`src/rtl/fsup_pkg.sv`:
```
package fsup_pkg;

  localparam int unsigned NUM_CH    = 7;
  localparam int unsigned AWAKE_BIT = 7;

  localparam int unsigned CH_TLT  = 0;
  localparam int unsigned CH_FCS  = 1;
  localparam int unsigned CH_TRK  = 2;
  localparam int unsigned CH_SPM  = 3;
  localparam int unsigned CH_SLD  = 4;
  localparam int unsigned CH_LOAD = 5;
  localparam int unsigned CH_CSW  = 6;

  localparam int unsigned PWR_W   = 6;
  localparam int unsigned THERM_W = 4;
  localparam int unsigned PROT_W  = 6;
  localparam int unsigned SCP_N   = 4;
  localparam int unsigned HOLD_N  = SCP_N + 1;
  localparam int unsigned OPT_W   = 3;

  localparam int unsigned OPT_NORST_ALL = 0;
  localparam int unsigned OPT_NORST_CSW = 1;
  localparam int unsigned OPT_LOAD_HALF = 2;
  localparam int unsigned CLR_FLAGS_BIT = 0;

  typedef enum logic [2:0] {
    RA_DRV   = 3'd0,
    RA_OPT   = 3'd1,
    RA_MON   = 3'd2,
    RA_CLR   = 3'd3,
    RA_PWR   = 3'd4,
    RA_THERM = 3'd5,
    RA_PROT  = 3'd6,
    RA_STAT  = 3'd7
  } reg_addr_e;

endpackage

```
`src/rtl/fsup_mute_filter.sv`:
```
module fsup_mute_filter #(
  parameter int unsigned QUAL_CYCLES = 2000
) (
  input  logic clk,
  input  logic rst_n,
  input  logic mute_n_i,
  output logic mute_evt_o
);

  localparam int unsigned CW = $clog2(QUAL_CYCLES + 1);
  localparam logic [CW-1:0] CNT_MAX  = CW'(QUAL_CYCLES);
  localparam logic [CW-1:0] CNT_LAST = CW'(QUAL_CYCLES - 1);

  logic          sync1_q, sync2_q;
  logic [CW-1:0] cnt_q, cnt_d;
  logic          cnt_en;

  // two-stage synchronizer, idles high (not muted)
  always_ff @(posedge clk or negedge rst_n) begin
    if (!rst_n) begin
      sync1_q <= 1'b1;
      sync2_q <= 1'b1;
    end else begin
      sync1_q <= mute_n_i;
      sync2_q <= sync1_q;
    end
  end

  always_comb begin
    cnt_d = cnt_q;
    if (sync2_q)
      cnt_d = '0;
    else if (cnt_q != CNT_MAX)
      cnt_d = cnt_q + 1'b1;
  end

  assign cnt_en = sync2_q ? (cnt_q != '0) : (cnt_q != CNT_MAX);

  always_ff @(posedge clk or negedge rst_n) begin
    if (!rst_n)
      cnt_q <= '0;
    else if (cnt_en)
      cnt_q <= cnt_d;
  end

  // one pulse per low episode, when the run reaches the qualifying length
  assign mute_evt_o = !sync2_q && (cnt_q == CNT_LAST);

endmodule

```
`src/rtl/fsup_hiz_hold.sv`:
```
module fsup_hiz_hold #(
  parameter int unsigned HOLD_CYCLES = 160000
) (
  input  logic clk,
  input  logic rst_n,
  input  logic trig_i,
  output logic hold_o
);

  localparam int unsigned CW = $clog2(HOLD_CYCLES + 1);
  localparam logic [CW-1:0] CNT_LOAD = CW'(HOLD_CYCLES);

  logic [CW-1:0] cnt_q, cnt_d;
  logic          cnt_en;

  always_comb begin
    cnt_d = cnt_q;
    if (trig_i)
      cnt_d = CNT_LOAD;
    else if (cnt_q != '0)
      cnt_d = cnt_q - 1'b1;
  end

  assign cnt_en = trig_i || (cnt_q != '0);

  always_ff @(posedge clk or negedge rst_n) begin
    if (!rst_n)
      cnt_q <= '0;
    else if (cnt_en)
      cnt_q <= cnt_d;
  end

  assign hold_o = (cnt_q != '0);

endmodule

```
`src/rtl/fsup_flag_bank.sv`:
```
module fsup_flag_bank #(
  parameter int unsigned W = 6
) (
  input  logic         clk,
  input  logic         rst_n,
  input  logic [W-1:0] set_i,
  input  logic         clr_i,
  output logic [W-1:0] flags_o
);

  logic [W-1:0] flags_q, flags_d;
  logic         upd_en;

  // a set in the clearing cycle wins over the clear
  always_comb begin
    flags_d = (clr_i ? '0 : flags_q) | set_i;
  end

  assign upd_en = clr_i || (set_i != '0);

  always_ff @(posedge clk or negedge rst_n) begin
    if (!rst_n)
      flags_q <= '0;
    else if (upd_en)
      flags_q <= flags_d;
  end

  assign flags_o = flags_q;

endmodule

```
`src/rtl/fault_supervisor.sv`:
```
module fault_supervisor
  import fsup_pkg::*;
#(
  parameter int unsigned MUTE_QUAL_CYCLES = 2000,
  parameter int unsigned HIZ_HOLD_CYCLES  = 160000
) (
  input  logic        clk,
  input  logic        rst_n,
  input  logic        mute_n_i,
  input  logic        wr_en_i,
  input  logic [2:0]  addr_i,
  input  logic [7:0]  wdata_i,
  output logic [7:0]  rdata_o,
  input  logic [4:0]  pwr_ev_i,
  input  logic [1:0]  therm_alert_i,
  input  logic [1:0]  therm_trip_i,
  input  logic [3:0]  scp_ev_i,
  input  logic [1:0]  ocp_ev_i,
  input  logic        sif_to_ev_i,
  input  logic        acttimer_flt_i,
  input  logic        enddet_i,
  output logic [6:0]  en_o,
  output logic [6:0]  hiz_o,
  output logic        gpo_o
);

  reg_addr_e addr;
  assign addr = reg_addr_e'(addr_i);

  logic wr_drv, wr_opt, wr_mon, wr_clr;
  assign wr_drv = wr_en_i && (addr == RA_DRV);
  assign wr_opt = wr_en_i && (addr == RA_OPT);
  assign wr_mon = wr_en_i && (addr == RA_MON);
  assign wr_clr = wr_en_i && (addr == RA_CLR);

  logic clr_flags;
  assign clr_flags = wr_clr && wdata_i[CLR_FLAGS_BIT];

  // ---------------- mute qualification ----------------
  logic mute_evt;

  fsup_mute_filter #(.QUAL_CYCLES(MUTE_QUAL_CYCLES)) u_mute (
    .clk        (clk),
    .rst_n      (rst_n),
    .mute_n_i   (mute_n_i),
    .mute_evt_o (mute_evt)
  );

  // ---------------- sticky flags ----------------
  logic [PWR_W-1:0]   pwr_flags;
  logic [THERM_W-1:0] therm_flags;
  logic [PROT_W-1:0]  prot_flags;
  logic [0:0]         sif_flag;

  fsup_flag_bank #(.W(PWR_W)) u_pwr_flags (
    .clk(clk), .rst_n(rst_n), .set_i({mute_evt, pwr_ev_i}),
    .clr_i(clr_flags), .flags_o(pwr_flags)
  );

  fsup_flag_bank #(.W(THERM_W)) u_therm_flags (
    .clk(clk), .rst_n(rst_n), .set_i({therm_trip_i, therm_alert_i}),
    .clr_i(clr_flags), .flags_o(therm_flags)
  );

  fsup_flag_bank #(.W(PROT_W)) u_prot_flags (
    .clk(clk), .rst_n(rst_n), .set_i({ocp_ev_i, scp_ev_i}),
    .clr_i(clr_flags), .flags_o(prot_flags)
  );

  fsup_flag_bank #(.W(1)) u_sif_flag (
    .clk(clk), .rst_n(rst_n), .set_i(sif_to_ev_i),
    .clr_i(clr_flags), .flags_o(sif_flag)
  );

  // ---------------- Hi-Z hold timers ----------------
  logic [HOLD_N-1:0] hold_trig, hold_act;
  assign hold_trig = {ocp_ev_i[0], scp_ev_i};

  for (genvar g = 0; g < HOLD_N; g++) begin : g_hold
    fsup_hiz_hold #(.HOLD_CYCLES(HIZ_HOLD_CYCLES)) u_hold (
      .clk    (clk),
      .rst_n  (rst_n),
      .trig_i (hold_trig[g]),
      .hold_o (hold_act[g])
    );
  end

  // ---------------- configuration registers ----------------
  logic [7:0]       drv_q, drv_d;
  logic             drv_en;
  logic [OPT_W-1:0] opt_q;
  logic [7:0]       mon_q;

  always_comb begin
    drv_d = drv_q;
    if (wr_drv)
      drv_d = wdata_i;
    if (mute_evt) begin
      if (!opt_q[OPT_NORST_ALL]) begin
        drv_d[CH_TLT] = 1'b0;
        drv_d[CH_FCS] = 1'b0;
        drv_d[CH_TRK] = 1'b0;
        drv_d[CH_SPM] = 1'b0;
        drv_d[CH_SLD] = 1'b0;
        if (opt_q[OPT_LOAD_HALF])
          drv_d[CH_LOAD] = 1'b0;
      end
      if (!opt_q[OPT_NORST_CSW])
        drv_d[CH_CSW] = 1'b0;
    end
    if (!drv_d[AWAKE_BIT])
      drv_d[NUM_CH-1:0] = '0;
  end

  assign drv_en = wr_drv || mute_evt;

  always_ff @(posedge clk or negedge rst_n) begin
    if (!rst_n)
      drv_q <= '0;
    else if (drv_en)
      drv_q <= drv_d;
  end

  always_ff @(posedge clk or negedge rst_n) begin
    if (!rst_n)
      opt_q <= '0;
    else if (wr_opt)
      opt_q <= wdata_i[OPT_W-1:0];
  end

  always_ff @(posedge clk or negedge rst_n) begin
    if (!rst_n)
      mon_q <= '0;
    else if (wr_mon)
      mon_q <= wdata_i;
  end

  // ---------------- effective enables and Hi-Z ----------------
  logic awake, load_on;
  assign awake   = drv_q[AWAKE_BIT];
  assign load_on = awake && drv_q[CH_LOAD];

  always_comb begin
    en_o = awake ? drv_q[NUM_CH-1:0] : '0;
    if (load_on)
      en_o[CH_TRK] = 1'b0;
  end

  logic [NUM_CH-1:0] guard;

  always_comb begin
    guard = '0;
    guard[CH_TLT]  = hold_act[0];
    guard[CH_FCS]  = hold_act[0];
    guard[CH_TRK]  = hold_act[0];
    guard[CH_LOAD] = hold_act[1];
    guard[CH_SLD]  = hold_act[2];
    guard[CH_SPM]  = hold_act[3];
    guard[CH_CSW]  = hold_act[4];
    for (int c = 0; c < NUM_CH; c++) begin
      if (c == CH_SPM)
        guard[c] = guard[c] | therm_trip_i[1];
      else
        guard[c] = guard[c] | therm_trip_i[0];
    end
    hiz_o = ~en_o | guard;
  end

  // ---------------- status, monitor pin, readback ----------------
  logic [7:0] status;

  always_comb begin
    status    = '0;
    status[7] = acttimer_flt_i;
    status[6] = enddet_i;
    status[5] = sif_flag[0];
    status[4] = |pwr_flags;
    status[3] = |therm_flags[3:2];
    status[2] = |prot_flags;
    status[1] = |therm_flags[1:0];
  end

  assign gpo_o = |(mon_q[7:1] & status[7:1]);

  always_comb begin
    unique case (addr)
      RA_DRV:   rdata_o = drv_q;
      RA_OPT:   rdata_o = {{(8-OPT_W){1'b0}}, opt_q};
      RA_MON:   rdata_o = mon_q;
      RA_CLR:   rdata_o = '0;
      RA_PWR:   rdata_o = {{(8-PWR_W){1'b0}}, pwr_flags};
      RA_THERM: rdata_o = {{(8-THERM_W){1'b0}}, therm_flags};
      RA_PROT:  rdata_o = {{(8-PROT_W){1'b0}}, prot_flags};
      RA_STAT:  rdata_o = status;
      default:  rdata_o = '0;
    endcase
  end

endmodule

```
`config.mk`:
```
export PLATFORM = sky130hd
export DESIGN_NAME = fault_supervisor
export DESIGN_NICKNAME = d
export VERILOG_FILES = /design/src/rtl/fsup_pkg.sv /design/src/rtl/fsup_mute_filter.sv /design/src/rtl/fsup_hiz_hold.sv /design/src/rtl/fsup_flag_bank.sv /design/src/rtl/fault_supervisor.sv
export SDC_FILE = /design/constraint.sdc
export NUM_CORES = 1
export LEC_CHECK = 0
export ABC_AREA = 1
export ABC_CLOCK_PERIOD_IN_PS = 1700
export BUFFER_PORTS_ARGS = -buffer_cell sky130_fd_sc_hd__clkbuf_2
export CORE_MARGIN = 8
export CORE_UTILIZATION = 60
export CTS_CLUSTER_SIZE = 10
export DETAILED_ROUTE_END_ITERATION = 16
export GPL_ROUTABILITY_DRIVEN = 0
export PLACE_DENSITY = 0.79
export SYNTH_ARGS = -nofsm -noshare
export SYNTH_HDL_FRONTEND = slang
export SYNTH_SLANG_ARGS = --single-unit
```
`constraint.sdc`:
```
create_clock -name clk -period 1.7 [get_ports clk]
set_input_delay 0.085 -clock clk [delete_from_list [all_inputs] [get_ports clk]]
set_output_delay 0.085 -clock clk [all_outputs]
set_load 0.1 [all_outputs]
```
==> metrics <==
Placed Cells=1355; Synth Instances=1120; EDFF count, synth=0; DP Wirelength=14.4 mm; Finished Core Util=0.827; Setup Skew=0.00914 ns; Fin. Hold Viols=0; Yosys top cell area share=0.421; Yosys warning total=0; largest cells by area after synthesis=dfrtp_1 42%, nand2_1 12%, inv_1 8.1%; initial antenna violation count=0; Routed WL=25.1 mm; post-synthesis cell area=8150 sq um; number of synthesized register bits=139; max-slew violations=0; list of most frequent post-synthesis cells=267 x nand2_1, 175 x inv_1, 158 x nor2_1, 137 x dfrtp_1, 115 x nand3_1; run status=finished with violations; first-pass GRT wire length=37.5 mm; Worst slew margin=0.636; largest net degree at the start of global routing=59; fin area=11000 sq um; # DRC=0; fill cell count=799; xor-xnor portion of the synthesized cell area=0.0140; Worst-Margin Slew=0.543 ns; power density cells=961 nW/um^2; Synth Area in Simple Gates=0.385; area grow syn2layout=34.4%; Worst Slack Setup Final=-0.164 ns; remaining antenna violation count=0; leakage power=5.54 nW; drt pass-1 iters=9; Synth area leader=dfrtp_1; Antenna Cells=0; Worst-Skew Late Latency=0.43 ns; nets=1351; CTS clock-pin slew for the worst setup and hold paths=0.06 ns; Post-synth ARST share=1.00; critical path arrival=1.78 ns; crit share post-route=1.10; initial core utilization=0.615; share of layout cells above drive strength 1=0.267; DR iter-0 viols=876; Crit path required time=1.62 ns; H-Tree Depth=4; Mapped Avg Cell Area=7.28 sq um; distinct cell type count after synthesis=39; most frequent cell after synthesis=nand2_1; vias in the first global route=8180; total clock buffers created by CTS=17; flop-to-flop setup slack=-0.01 ns; Wirelength per Cell=16.7 um; vias=8567; Clock Tree Buf Depth=2; GR Overflow Total=0; I/O Pins=56; unrepaired setup endpoints after global routing=true; Post-Layout Cell Count=1500; compound-cell area share of the yosys netlist=0.0623; Power Total=10.5 mW; Critical Path Start Type=register; Setup Crit Path Kind=register to output port; site row count=42; CTS tree=yes; dpl ws=0.0848 ns; proportion of synthesized chip area in sequential cells=0.427; Max IR drop VDD=0.739 mV; area of placed instances=9100 sq um; Syn Nets=1160; critical path peak fanout=4; Buffers on Ports=55; Max Cap Violations=0; Final setup violation count=11; Die H=133 um; gr usage total=0.260; Hold Path Class=input port to async pin; width of the die=133 um; clock root buffer=clkbuf_16; failing checks=setup timing; Crit. End Element=output port; CTS sink cnt=139; Max Clock Freq=537 MHz; die area=17600 sq um; post-layout min period=1.86 ns; Vias/cell=5.71; ys flop type=dfrtp_1; Synth Area in Adders=0.0107; core box area=13200 sq um; combinational family with the most area after synthesis=simple AND/OR/NAND/NOR gates; mux share of post-synthesis cell area=0.00276
[per-stage QoR]
stage / hold WS, ns / TNS, ns
5_1_grt: 0.157 / -2.33
2_1_floorplan: -0.211 / -0.944
6_report: 0.132 / -0.966
3_5_place_dp: 0.0223 / 0
4_1_cts: 0.135 / -0.620
3_3_place_gp: 0.0212 / 0
[what timing repair did]
action | in CTS | in global routing
hold buffers | 25 | 0
pin swaps | 41 | 29
buffers inserted | 54 | 35
hold endpoints to repair | 176 | 0
resized for setup | 53 | 46
setup endpoints to repair | 12 | 38
cloned | 0 | 0
[power by group]
| group | switching, mW | internal (mW) |
|---|---|---|
| Combinational | 1.62 | 1.11 |
| Clock | 1.47 | 2.42 |
| Sequential | 0.309 | 3.59 |
| Total | 3.41 | 7.12 |
[path summary, 6_finish.rpt]
check,startpoint,end,cells past startpoint
worst min-delay path,rst_n,g_hold[1].u_hold.cnt_q[14],2
min in group clk,addr_i[1],opt_q[2],4
worst min register to register,u_mute.sync1_q,u_mute.sync2_q,0
worst max register to register,g_hold[3].u_hold.cnt_q[7],g_hold[3].u_hold.cnt_q[0],9
worst max-delay path,g_hold[0].u_hold.cnt_q[1],hiz_o[1],8
max in group asynchronous,rst_n,g_hold[3].u_hold.cnt_q[2],3
[layout by cell type, fill, tap and decap left out, types with 30 or more instances in the layout]
master    Yosys  layout
buf_4         2     108
clkbuf_2      0      31
dfrtp_1     137     131
inv_1       175     157
nand2_1     267     255
nand3_1     115     103
nand4_1      46      46
nor2_1      158     132
nor2_2       22      34
o21ai_0      33      30
[area by class of cell]
| type | count | area, sq um | area share |
|---|---|---|---|
| tap | 176 | 220 | 0.0201 |
| timing repair buffer | 189 | 1700 | 0.155 |
| clock inverter | 10 | 141 | 0.0129 |
| sequential | 139 | 3490 | 0.319 |
| inverter | 180 | 694 | 0.0634 |
| multi-input combinational | 784 | 4240 | 0.387 |
| clock buffer | 22 | 474 | 0.0433 |
[registers in the layout, summed over array words and instances, names as in the netlist]
register,flops
g_hold.u_hold.cnt_q,90
u_mute.cnt_q,11
drv_q,8
mon_q,8
u_prot_flags.flags_o,6
u_pwr_flags.flags_o,6
u_therm_flags.flags_o,4
opt_q,3
u_mute.sync1_q,1
u_mute.sync2_q,1
u_sif_flag.flags_o,1
[logic make-up after synthesis]
logic type,Yosys count
simple gates,671
buf+inv,197
flops,139
compound gates,91
xor+xnor,13
fa+ha+maj,7
mux,2
[critical path, cell delays in order, from the launching register on]
cell and delay [ns]:
dfrtp_1 0.38, inv_1 0.07, ha_2 0.19, nand2_2 0.09, nor2_4 0.15, nand3_4 0.11, inv_6 0.10, nand3_4 0.07
buf_12 0.18
[layer usage]
metal | global-route usage | vias up | part of all wire
met3 | 0.0685 | 128 | 0.082
met4 | 0.130 | 0 | 0.041
met2 | 0.434 | 475 | 0.49
met1 | 0.305 | 4014 | 0.39
li1 | - | 3950 | -
met5 | 0 | - | 0
No activity file was read; power rests on OpenSTA's default activity.
